===== src/rtl/pwm_match_timer.sv =====
module pwm_match_timer #(
  parameter int CNT_W = 32,
  parameter int PRE_W = 32,
  parameter int NOUT = 6,
  localparam int NM = NOUT + 1,
  localparam int AW = $clog2(NM + 6)
) (
  input  logic             clk,
  input  logic             rst_n,
  input  logic             wr_en,
  input  logic [AW-1:0]    wr_addr,
  input  logic [CNT_W-1:0] wr_data,
  output logic [NOUT-1:0]  pwm_o,
  output logic             irq_o,
  output logic [NM-1:0]    irq_flags_o,
  output logic [CNT_W-1:0] count_o
);
  localparam int A_PRE = NM;
  localparam int A_ACT = NM + 1;
  localparam int A_DBL = NM + 2;
  localparam int A_LAT = NM + 3;
  localparam int A_FLG = NM + 4;
  localparam int A_CTL = NM + 5;

  logic [CNT_W-1:0] shadow [NM];
  logic [CNT_W-1:0] active [NM];
  logic [PRE_W-1:0] pre_lim, pre_cnt;
  logic [3*NM-1:0]  act;
  logic [NOUT-1:0]  dbl, pwm_q, set_e, clr_e;
  logic [NM-1:0]    latch, flags, hit, on_irq, on_rst, on_stop, wr_mr, xfer;
  logic             run, hold, pwm_en, tick;
  logic [CNT_W-1:0] cnt;

  wire wr_pre = wr_en && (wr_addr == AW'(A_PRE));
  wire wr_act = wr_en && (wr_addr == AW'(A_ACT));
  wire wr_dbl = wr_en && (wr_addr == AW'(A_DBL));
  wire wr_lat = wr_en && (wr_addr == AW'(A_LAT));
  wire wr_flg = wr_en && (wr_addr == AW'(A_FLG));
  wire wr_ctl = wr_en && (wr_addr == AW'(A_CTL));

  assign tick = run && !hold && (pre_cnt >= pre_lim);
  assign xfer = latch & {NM{pwm_en && hit[0]}};

  always_comb begin
    for (int k = 0; k < NM; k++) begin
      on_irq[k]  = act[3*k];
      on_rst[k]  = act[3*k+1];
      on_stop[k] = act[3*k+2];
      hit[k]     = tick && (cnt == active[k]);
      wr_mr[k]   = wr_en && (wr_addr == AW'(k));
    end
    for (int j = 0; j < NOUT; j++) begin
      set_e[j] = dbl[j] ? hit[j] : hit[0];
      clr_e[j] = hit[j+1];
    end
  end

  always_ff @(posedge clk or negedge rst_n) begin
    if (!rst_n) begin
      for (int k = 0; k < NM; k++) begin
        shadow[k] <= '0;
        active[k] <= '0;
      end
      latch <= '0;
    end else begin
      for (int k = 0; k < NM; k++) begin
        if (wr_mr[k]) shadow[k] <= wr_data;
        if (wr_mr[k] && !pwm_en) active[k] <= wr_data;
        else if (xfer[k]) active[k] <= shadow[k];
      end
      latch <= (latch & ~xfer) | (wr_lat ? wr_data[NM-1:0] : '0);
    end
  end

  always_ff @(posedge clk or negedge rst_n) begin
    if (!rst_n) begin
      pre_lim <= '0;
      act     <= '0;
      dbl     <= '0;
      flags   <= '0;
    end else begin
      if (wr_pre) pre_lim <= wr_data[PRE_W-1:0];
      if (wr_act) act <= wr_data[3*NM-1:0];
      if (wr_dbl) dbl <= wr_data[NOUT-1:0];
      flags <= (flags & ~(wr_flg ? wr_data[NM-1:0] : '0)) | (hit & on_irq);
    end
  end

  always_ff @(posedge clk or negedge rst_n) begin
    if (!rst_n) begin
      run    <= 1'b0;
      hold   <= 1'b0;
      pwm_en <= 1'b0;
    end else if (wr_ctl) begin
      {pwm_en, hold, run} <= wr_data[2:0];
    end else if (|(hit & on_stop)) begin
      run <= 1'b0;
    end
  end

  always_ff @(posedge clk or negedge rst_n) begin
    if (!rst_n) begin
      pre_cnt <= '0;
      cnt     <= '0;
    end else if (hold) begin
      pre_cnt <= '0;
      cnt     <= '0;
    end else if (run) begin
      pre_cnt <= tick ? '0 : pre_cnt + PRE_W'(1);
      if (tick) begin
        if (|(hit & on_rst)) cnt <= '0;
        else if (!(|(hit & on_stop))) cnt <= cnt + CNT_W'(1);
      end
    end
  end

  always_ff @(posedge clk or negedge rst_n) begin
    if (!rst_n) pwm_q <= '0;
    else pwm_q <= pwm_en ? ((pwm_q | set_e) & ~clr_e) : '0;
  end

  assign pwm_o       = pwm_q & {NOUT{pwm_en}};
  assign irq_o       = |flags;
  assign irq_flags_o = flags;
  assign count_o     = cnt;
endmodule


===== config.mk =====
export PLATFORM = sky130hd
export DESIGN_NAME = pwm_match_timer
export DESIGN_NICKNAME = d
export VERILOG_FILES = /design/src/rtl/pwm_match_timer.sv
export SDC_FILE = /design/constraint.sdc
export NUM_CORES = 1
export LEC_CHECK = 0
export BUFFER_PORTS_ARGS = -buffer_cell sky130_fd_sc_hd__buf_2
export CORE_UTILIZATION = 63
export CTS_CLUSTER_SIZE = 28
export DETAILED_ROUTE_END_ITERATION = 12
export PLACE_DENSITY = 0.84
export SLEW_MARGIN = 10
export SYNTH_ARGS = -nofsm -noshare
export SYNTH_HDL_FRONTEND = slang
export SYNTH_SLANG_ARGS = --single-unit

===== constraint.sdc =====
create_clock -name clk -period 3.4 [get_ports clk]
set_input_delay 0.17 -clock clk [delete_from_list [all_inputs] [get_ports clk]]
set_output_delay 0.17 -clock clk [all_outputs]
set_load 0.1 [all_outputs]

Word-level counts from Yosys, hierarchy flattened
Index checks and enable logic that the tools add are counted.

operators by class
  muxes and demuxes = 32
  reduce and logical (&&, ||, !) cells = 47
  magnitude comparators = 1
  bitwise operators = 14
  $add $sub $neg = 2
  equal/unequal tests = 20
  multipliers = 0
  shifts and indexed selects = 0
  div/mod/pow operators = 0

operator list
  operator                                             count
  2-to-1 mux 32 bit                                    22
  equality test 32 bit                                 7
  adder 32 x 1 -> 32 bit, second input constant        2
  AND 7 bit                                            6
  >= comparator 32 bit                                 1
  logical AND 1 bit                                    30
  OR reduction 7 bit                                   3
  equality test 4 bit, second input constant           5
  nonzero test 2 bit                                   10
  equality test 4 x 3 -> 1 bit, second input constant  4
  2-to-1 mux 7 bit                                     2
  inverter 7 bit                                       2
  bitwise OR 7 bit                                     2
  AND 6 bit                                            2
  equality test 4 x 2 -> 1 bit, second input constant  2
  2-to-1 mux 1 bit                                     7
  2-to-1 mux 6 bit                                     1
  inverter 6 bit                                       1
  bitwise OR 6 bit                                     1
  equality test 4 x 1 -> 1 bit, second input constant  1
  logical NOT 4 bit                                    1
  != test 3 x 2 -> 1 bit, second input constant        1
  AND reduction 3 bit                                  1
  logical NOT 1 bit                                    2

word-level totals
  output and inout port bits = 46
  logic and storage cells = 141
  memories = 0
  register bits after elaboration = 594
  bits in writable memories = 0
  ROM bits = 0
  input port bits = 39
  bits in latches = 0

Longest topological paths before layout
  depth in word-level cells = 11
  depth in mapped cells = 12
  gate-level depth less buffers = 10

Worst setup path before layout
OpenSTA, ideal clock, no wires.

  kind = reg-to-reg
  start = reg cnt[3] (netlist: count_o[3])
  end = reg cnt[22] (netlist: count_o[22])
  setup slack = 331 ps
  stages on the path, launching flop included = 9
  buffers on the path = 1
  arrival time = 2930 ps
  required time = 3261 ps
  library setup time = 139 ps
  clock period less this slack = 3069 ps
  path through = dfrtp_1 -> buf_2 -> nand3_1 -> nor4_2 -> nand4_1 -> or3_1 -> or2_0 -> o311ai_0 -> o31ai_1

between the ends
  cells in the longest elaborated chain, start to end = 8
  elaborated cells between the ends (all ways) = 26
  classes of those cells = add/sub: 1; eq/ne: 8; mux: 5; bitwise: 2; reduce/logical: 10

RTL lines
  item                                                                            RTL line  text
  start: declaration                                                              32        logic [CNT_W-1:0] cnt;
  start signal: assignment                                                        112       else if (!(|(hit & on_stop))) cnt <= cnt + CNT_W'(1);
  parallel branches: the longest is 8 deep, another holds adder 32 x 1 -> 32 bit  --

Several ways; the timed one is not identified. The select of a mux whose other input is x is not followed.
A chain may end at the register's enable or synchronous reset.

Final worst setup path
  start = reg cnt[6] (netlist: count_o[6])
  end = reg cnt[27] (netlist: count_o[27])

The elaborated chain is that of the path after synthesis.

==> results.md <==
Finish:
- The share of layout cells above drive strength 1 is 22.0%.
- The number of antenna diodes in the final layout is 0.
- The area growth from synthesis to layout is 13.1%.
- After the last flow step, the layout net total stands at ~2700.
- Once layout is complete, the utilization of the core stands at about 73%.
- The non-filler instance count after layout is about 3300.
- The design area is 32600 sq um.

Setup path:
- The category of the most critical setup path is reg -> reg.
- The biggest cell delay along the critical path is about 0.74 ns.
- In this run the worst path has a maximum fanout of 22.
- The worst setup path is captured at a flop.
- The worst setup path is launched from a flop.
- At the worst endpoint, the arrival time is just under 4 ns.
- The critical-path cell with the highest stage delay is sky130_fd_sc_hd__dfrtp_1.
- The count of buffering cells on the critical path with inverters included is 2.
- The critical path goes through xor2_1 > nor4_1 > nand4_1 > nor2_1 > buf_4 > a2111o_1 > o21ai_2 > buf_4 > o41ai_1 > mux2i_1.
- On the critical path the largest part of the delay comes from simple AND/OR/NAND/NOR gates.
- The required time of the critical path is slightly below 4 ns.
- The most used cell along the critical path is sky130_fd_sc_hd__buf_4.

Clock tree:
- In this run the post-CTS setup repair buffer count came out at 0.
- The number of buffers inserted during clock tree synthesis is 61.
- The number of H-tree levels is 2.
- The TritonCTS clock tree is yes.
- Clock-pin slew was measured on the worst setup and hold paths at 0.07 ns.
- For the worst-skew pair, the clock arrives at the later sink with an insertion delay of around 0.63 ns.
- The clock root buffer master is sky130_fd_sc_hd__clkbuf_16.
- The number of clock sinks seen by CTS is ~590.
- The clock passes through at most 3 buffers.

STA:
- The setup TNS is 0 ns.
- Derived from the worst setup path, the maximum achievable clock frequency is 0.295 GHz.
- The final critical path takes up between 90% and 100% of the cycle.
- Setup violations remaining at the end of the flow were counted as 0.
- Setup repair after global routing left no endpoint under its margin.
- The number of failing hold endpoints at the final stage is 0.
- Headroom to the max-slew limit came out at between 20% and 30%.
- The final count of pins violating max slew is 0.
- The clock skew is between 0.01 and 0.015 ns.
- In the post-route analysis, the smallest setup slack over all paths is 0.0156 ns.
- At the pin with the least slew margin, the transition time is 1.09 ns.
- Hold timing on the final database bottoms out at a slack of between 0.03 and 0.04 ns.
- The worst path needs 3.38 ns of the cycle, external delays included.

Place:
- The worst setup slack after placement is 0.184 ns.
- The count of buffers inserted at the top-level ports is 84.
- The standard cell area after detailed placement is between 30000 and 40000 sq um.
- The final weighted congestion in routability-driven placement is roughly 0.96.
- After detailed placement, the design holds a cell count of around 3200.
- Once detailed placement completed, the half-perimeter wirelength came to 54900 microns.

Power and ir drop:
- The post-layout total power is between 20 and 25 mW.
- In this run the power density over the cells is a little over 600 nW/um^2.
- IR analysis of the VDD net gives a maximum drop of 436 uV.
- For this design the static power due to leakage is 16.0 nW.

Global route:
- The largest net degree at the start of global routing is approximately 100.
- For this run, the total global-route usage over all layers was measured as ~38%.
- The number of antenna violations at the first check in global routing is 3.
- The wire length of the first global-routing pass is 132000 microns.
- The total congestion overflow after global routing is 0.
- The via count of the first global-routing pass is 22100.

Yosys:
- The synthesized instance count is 2585.
- A synthesized cell averages between 10 and 15 sq um.
- The most common flop cell mapped by yosys is sky130_fd_sc_hd__dfrtp_1.
- The portion of the post-synthesis area used by sequential elements is between 50% and 60%.
- The post-synthesis instance area is slightly below 30000 sq um.
- During synthesis, Yosys emitted a total of 0 warnings.
- Synthesis produced a netlist with a net count of ~2700.
- Yosys mapped a number of flops with a built-in enable equal to 0.
- Synthesis inferred roughly 590 register bits.
- The fraction of synthesis flops using an asynchronous set or reset pin is 100%.
- The count of different cell masters after synthesis is slightly below 60.

Job:
- The max-cap violation count is 0.

Detailed routing:
- The number of iterations in the first detailed-routing pass is 6.
- The detail route stage leaves a number of antenna-violating nets equal to 0.
- Dividing the detail-routed wire length by the instance count gives roughly 26 microns.
- The via density per instance is 6.55.
- The final layout contains routed wiring with a total length of ~86000 microns.
- The detailed router finished its first iteration with between 2000 and 3000 violations.
- Detailed routing inserted a total of 21700 vias.
- For this run, design rule violations remaining after detail routing come to 0.

Status:
- The flow ran to the end, and the final reports show no timing, DRC or antenna violations.

Floorplan:
- The area enclosed by the die boundary is 46600 sq um.
- In this run the standard cell core region covers around 45000 sq um.
- The die outline height is ~220 microns.
- The top-level port count is 85.
- After floorplanning, the core was divided into 77 placement rows.
- The die span in x is 216 microns.
- The initial utilization of the core area, before any placement, comes to approximately 64%.

Min path:
- The path type of the worst min-delay path is in -> reg.
-- path summary, 6_finish.rpt --
path | startpoint | end | slack [ns] | cells past startpoint
setup / recovery | count_o[6] | count_o[27] | 0.02 | 10
hold / removal | wr_data[13] | active[173] | 0.03 | 3
setup reg to reg | count_o[6] | count_o[27] | 0.02 | 10
hold reg to reg | act[0] | act[0] | 0.50 | 2
max in group asynchronous | rst_n | run | 2.19 | 4
min in group asynchronous | rst_n | active[218] | 0.07 | 2
-- cells by family (layout without fill, tap and decap cells) --
logic type	Yosys count	after routing	synth area share [%]
buf+inv	236	375	4.09
mux	480	480	17.8
fa+ha+maj	34	34	1.48
flops	593	593	51.5
simple gates	594	594	9.60
xor+xnor	247	247	7.51
compound gates	401	401	8.08
-- final cells by class --
cell class,instances,area [sq um]
sequential,593,14800
multi-input combinational,1756,12900
fill,2907,12100
clock buffer,85,1770
timing repair buffer,214,1710
tap,592,741
clock inverter,31,449
inverter,45,169
-- worst register-to-register path, stage by stage (launching register included) --
cell                       delay (ns)
sky130_fd_sc_hd__dfrtp_1         0.74
sky130_fd_sc_hd__xor2_1          0.18
sky130_fd_sc_hd__nor4_1          0.56
sky130_fd_sc_hd__nand4_1         0.30
sky130_fd_sc_hd__nor2_1          0.21
sky130_fd_sc_hd__buf_4           0.21
sky130_fd_sc_hd__a2111o_1        0.30
sky130_fd_sc_hd__o21ai_2         0.21
sky130_fd_sc_hd__buf_4           0.27
sky130_fd_sc_hd__o41ai_1         0.10
sky130_fd_sc_hd__mux2i_1         0.17
-- where the power goes --
| group | switching, mW | total [mW] | internal (mW) |
|---|---|---|---|
| Clock | 2.92 | 7.38 | 4.46 |
| Sequential | 1.11 | 9.74 | 8.63 |
| Combinational | 1.66 | 3.14 | 1.48 |
| Total | 5.69 | 20.3 | 14.6 |
-- state kept, by name (all words and copies together), names as in the netlist --
register     cells
count_o         32
shadow         224
act             21
pwm_q            6
pwm_en           1
pre_lim         32
hold             1
latch            7
irq_flags_o      7
pre_cnt         32
run              1
active         224
dbl              5
-- placed cells by master, fill, tap and decap left out, types with 19 or more instances in the layout --
| cell | Yosys | routed |
|---|---|---|
| sky130_fd_sc_hd__a21oi_1 | 19 | 19 |
| sky130_fd_sc_hd__buf_12 | 0 | 23 |
| sky130_fd_sc_hd__buf_2 | 11 | 83 |
| sky130_fd_sc_hd__buf_4 | 30 | 100 |
| sky130_fd_sc_hd__clkbuf_16 | 0 | 63 |
| sky130_fd_sc_hd__dfrtp_1 | 593 | 590 |
| sky130_fd_sc_hd__ha_1 | 34 | 34 |
| sky130_fd_sc_hd__inv_1 | 45 | 45 |
| sky130_fd_sc_hd__mux2_2 | 248 | 248 |
| sky130_fd_sc_hd__mux2i_1 | 232 | 232 |
| sky130_fd_sc_hd__nand2_1 | 324 | 323 |
| sky130_fd_sc_hd__nand3_1 | 36 | 36 |
| sky130_fd_sc_hd__nand4_1 | 38 | 38 |
| sky130_fd_sc_hd__nor2_1 | 61 | 54 |
| sky130_fd_sc_hd__nor4_1 | 63 | 60 |
| sky130_fd_sc_hd__o21ai_0 | 249 | 249 |
| sky130_fd_sc_hd__o21ai_1 | 40 | 40 |
| sky130_fd_sc_hd__xor2_1 | 242 | 242 |
-- timing repair --
action | CTS | global route
setup endpoints to repair | 0 | 197
hold buffers | 7 | 0
hold endpoints to repair | 227 | 0
resized for setup | 0 | 7
-- synthesized netlist by cell type (4+ instances only) --
library cell | n | area, sq um
sky130_fd_sc_hd__dfrtp_1 | 593 | 14800
sky130_fd_sc_hd__nand2_1 | 324 | 1220
sky130_fd_sc_hd__o21ai_0 | 249 | 1250
sky130_fd_sc_hd__mux2_2 | 248 | 2790
sky130_fd_sc_hd__xor2_1 | 242 | 2120
sky130_fd_sc_hd__mux2i_1 | 232 | 2320
sky130_fd_sc_hd__clkbuf_1 | 120 | 450
sky130_fd_sc_hd__nor4_1 | 63 | 394
sky130_fd_sc_hd__nor2_1 | 61 | 229
sky130_fd_sc_hd__inv_1 | 45 | 169
sky130_fd_sc_hd__o21ai_1 | 40 | 200
sky130_fd_sc_hd__nand4_1 | 38 | 238
sky130_fd_sc_hd__nand3_1 | 36 | 180
sky130_fd_sc_hd__ha_1 | 34 | 425
sky130_fd_sc_hd__buf_4 | 30 | 225
sky130_fd_sc_hd__buf_6 | 22 | 248
sky130_fd_sc_hd__a21oi_1 | 19 | 95.1
sky130_fd_sc_hd__o31ai_1 | 17 | 128
sky130_fd_sc_hd__o311ai_0 | 13 | 114
sky130_fd_sc_hd__nor3_1 | 12 | 60.1
sky130_fd_sc_hd__and3_1 | 11 | 68.8
sky130_fd_sc_hd__buf_2 | 11 | 55.1
sky130_fd_sc_hd__o211ai_1 | 11 | 82.6
sky130_fd_sc_hd__and2_1 | 9 | 56.3
sky130_fd_sc_hd__a22o_1 | 8 | 70.1
sky130_fd_sc_hd__buf_1 | 8 | 30.0
sky130_fd_sc_hd__nand2b_1 | 8 | 50.1
sky130_fd_sc_hd__o41ai_1 | 8 | 70.1
sky130_fd_sc_hd__a32o_1 | 7 | 70.1
sky130_fd_sc_hd__nand3_2 | 7 | 70.1
sky130_fd_sc_hd__o211a_1 | 6 | 60.1
sky130_fd_sc_hd__or3_1 | 5 | 31.3
sky130_fd_sc_hd__xnor2_1 | 5 | 43.8
sky130_fd_sc_hd__nor2b_1 | 4 | 25.0
-- layer usage --
layer  GRT usage (%)  routed length [microns]  vias up
met4            21.4                     5290        0
met2            58.6                    39700     1242
li1                -                        -     9197
met3            8.43                     8730      317
met1            48.4                    32300    11000
met5               0                        0        -
Power figures use the tool's default switching activity.
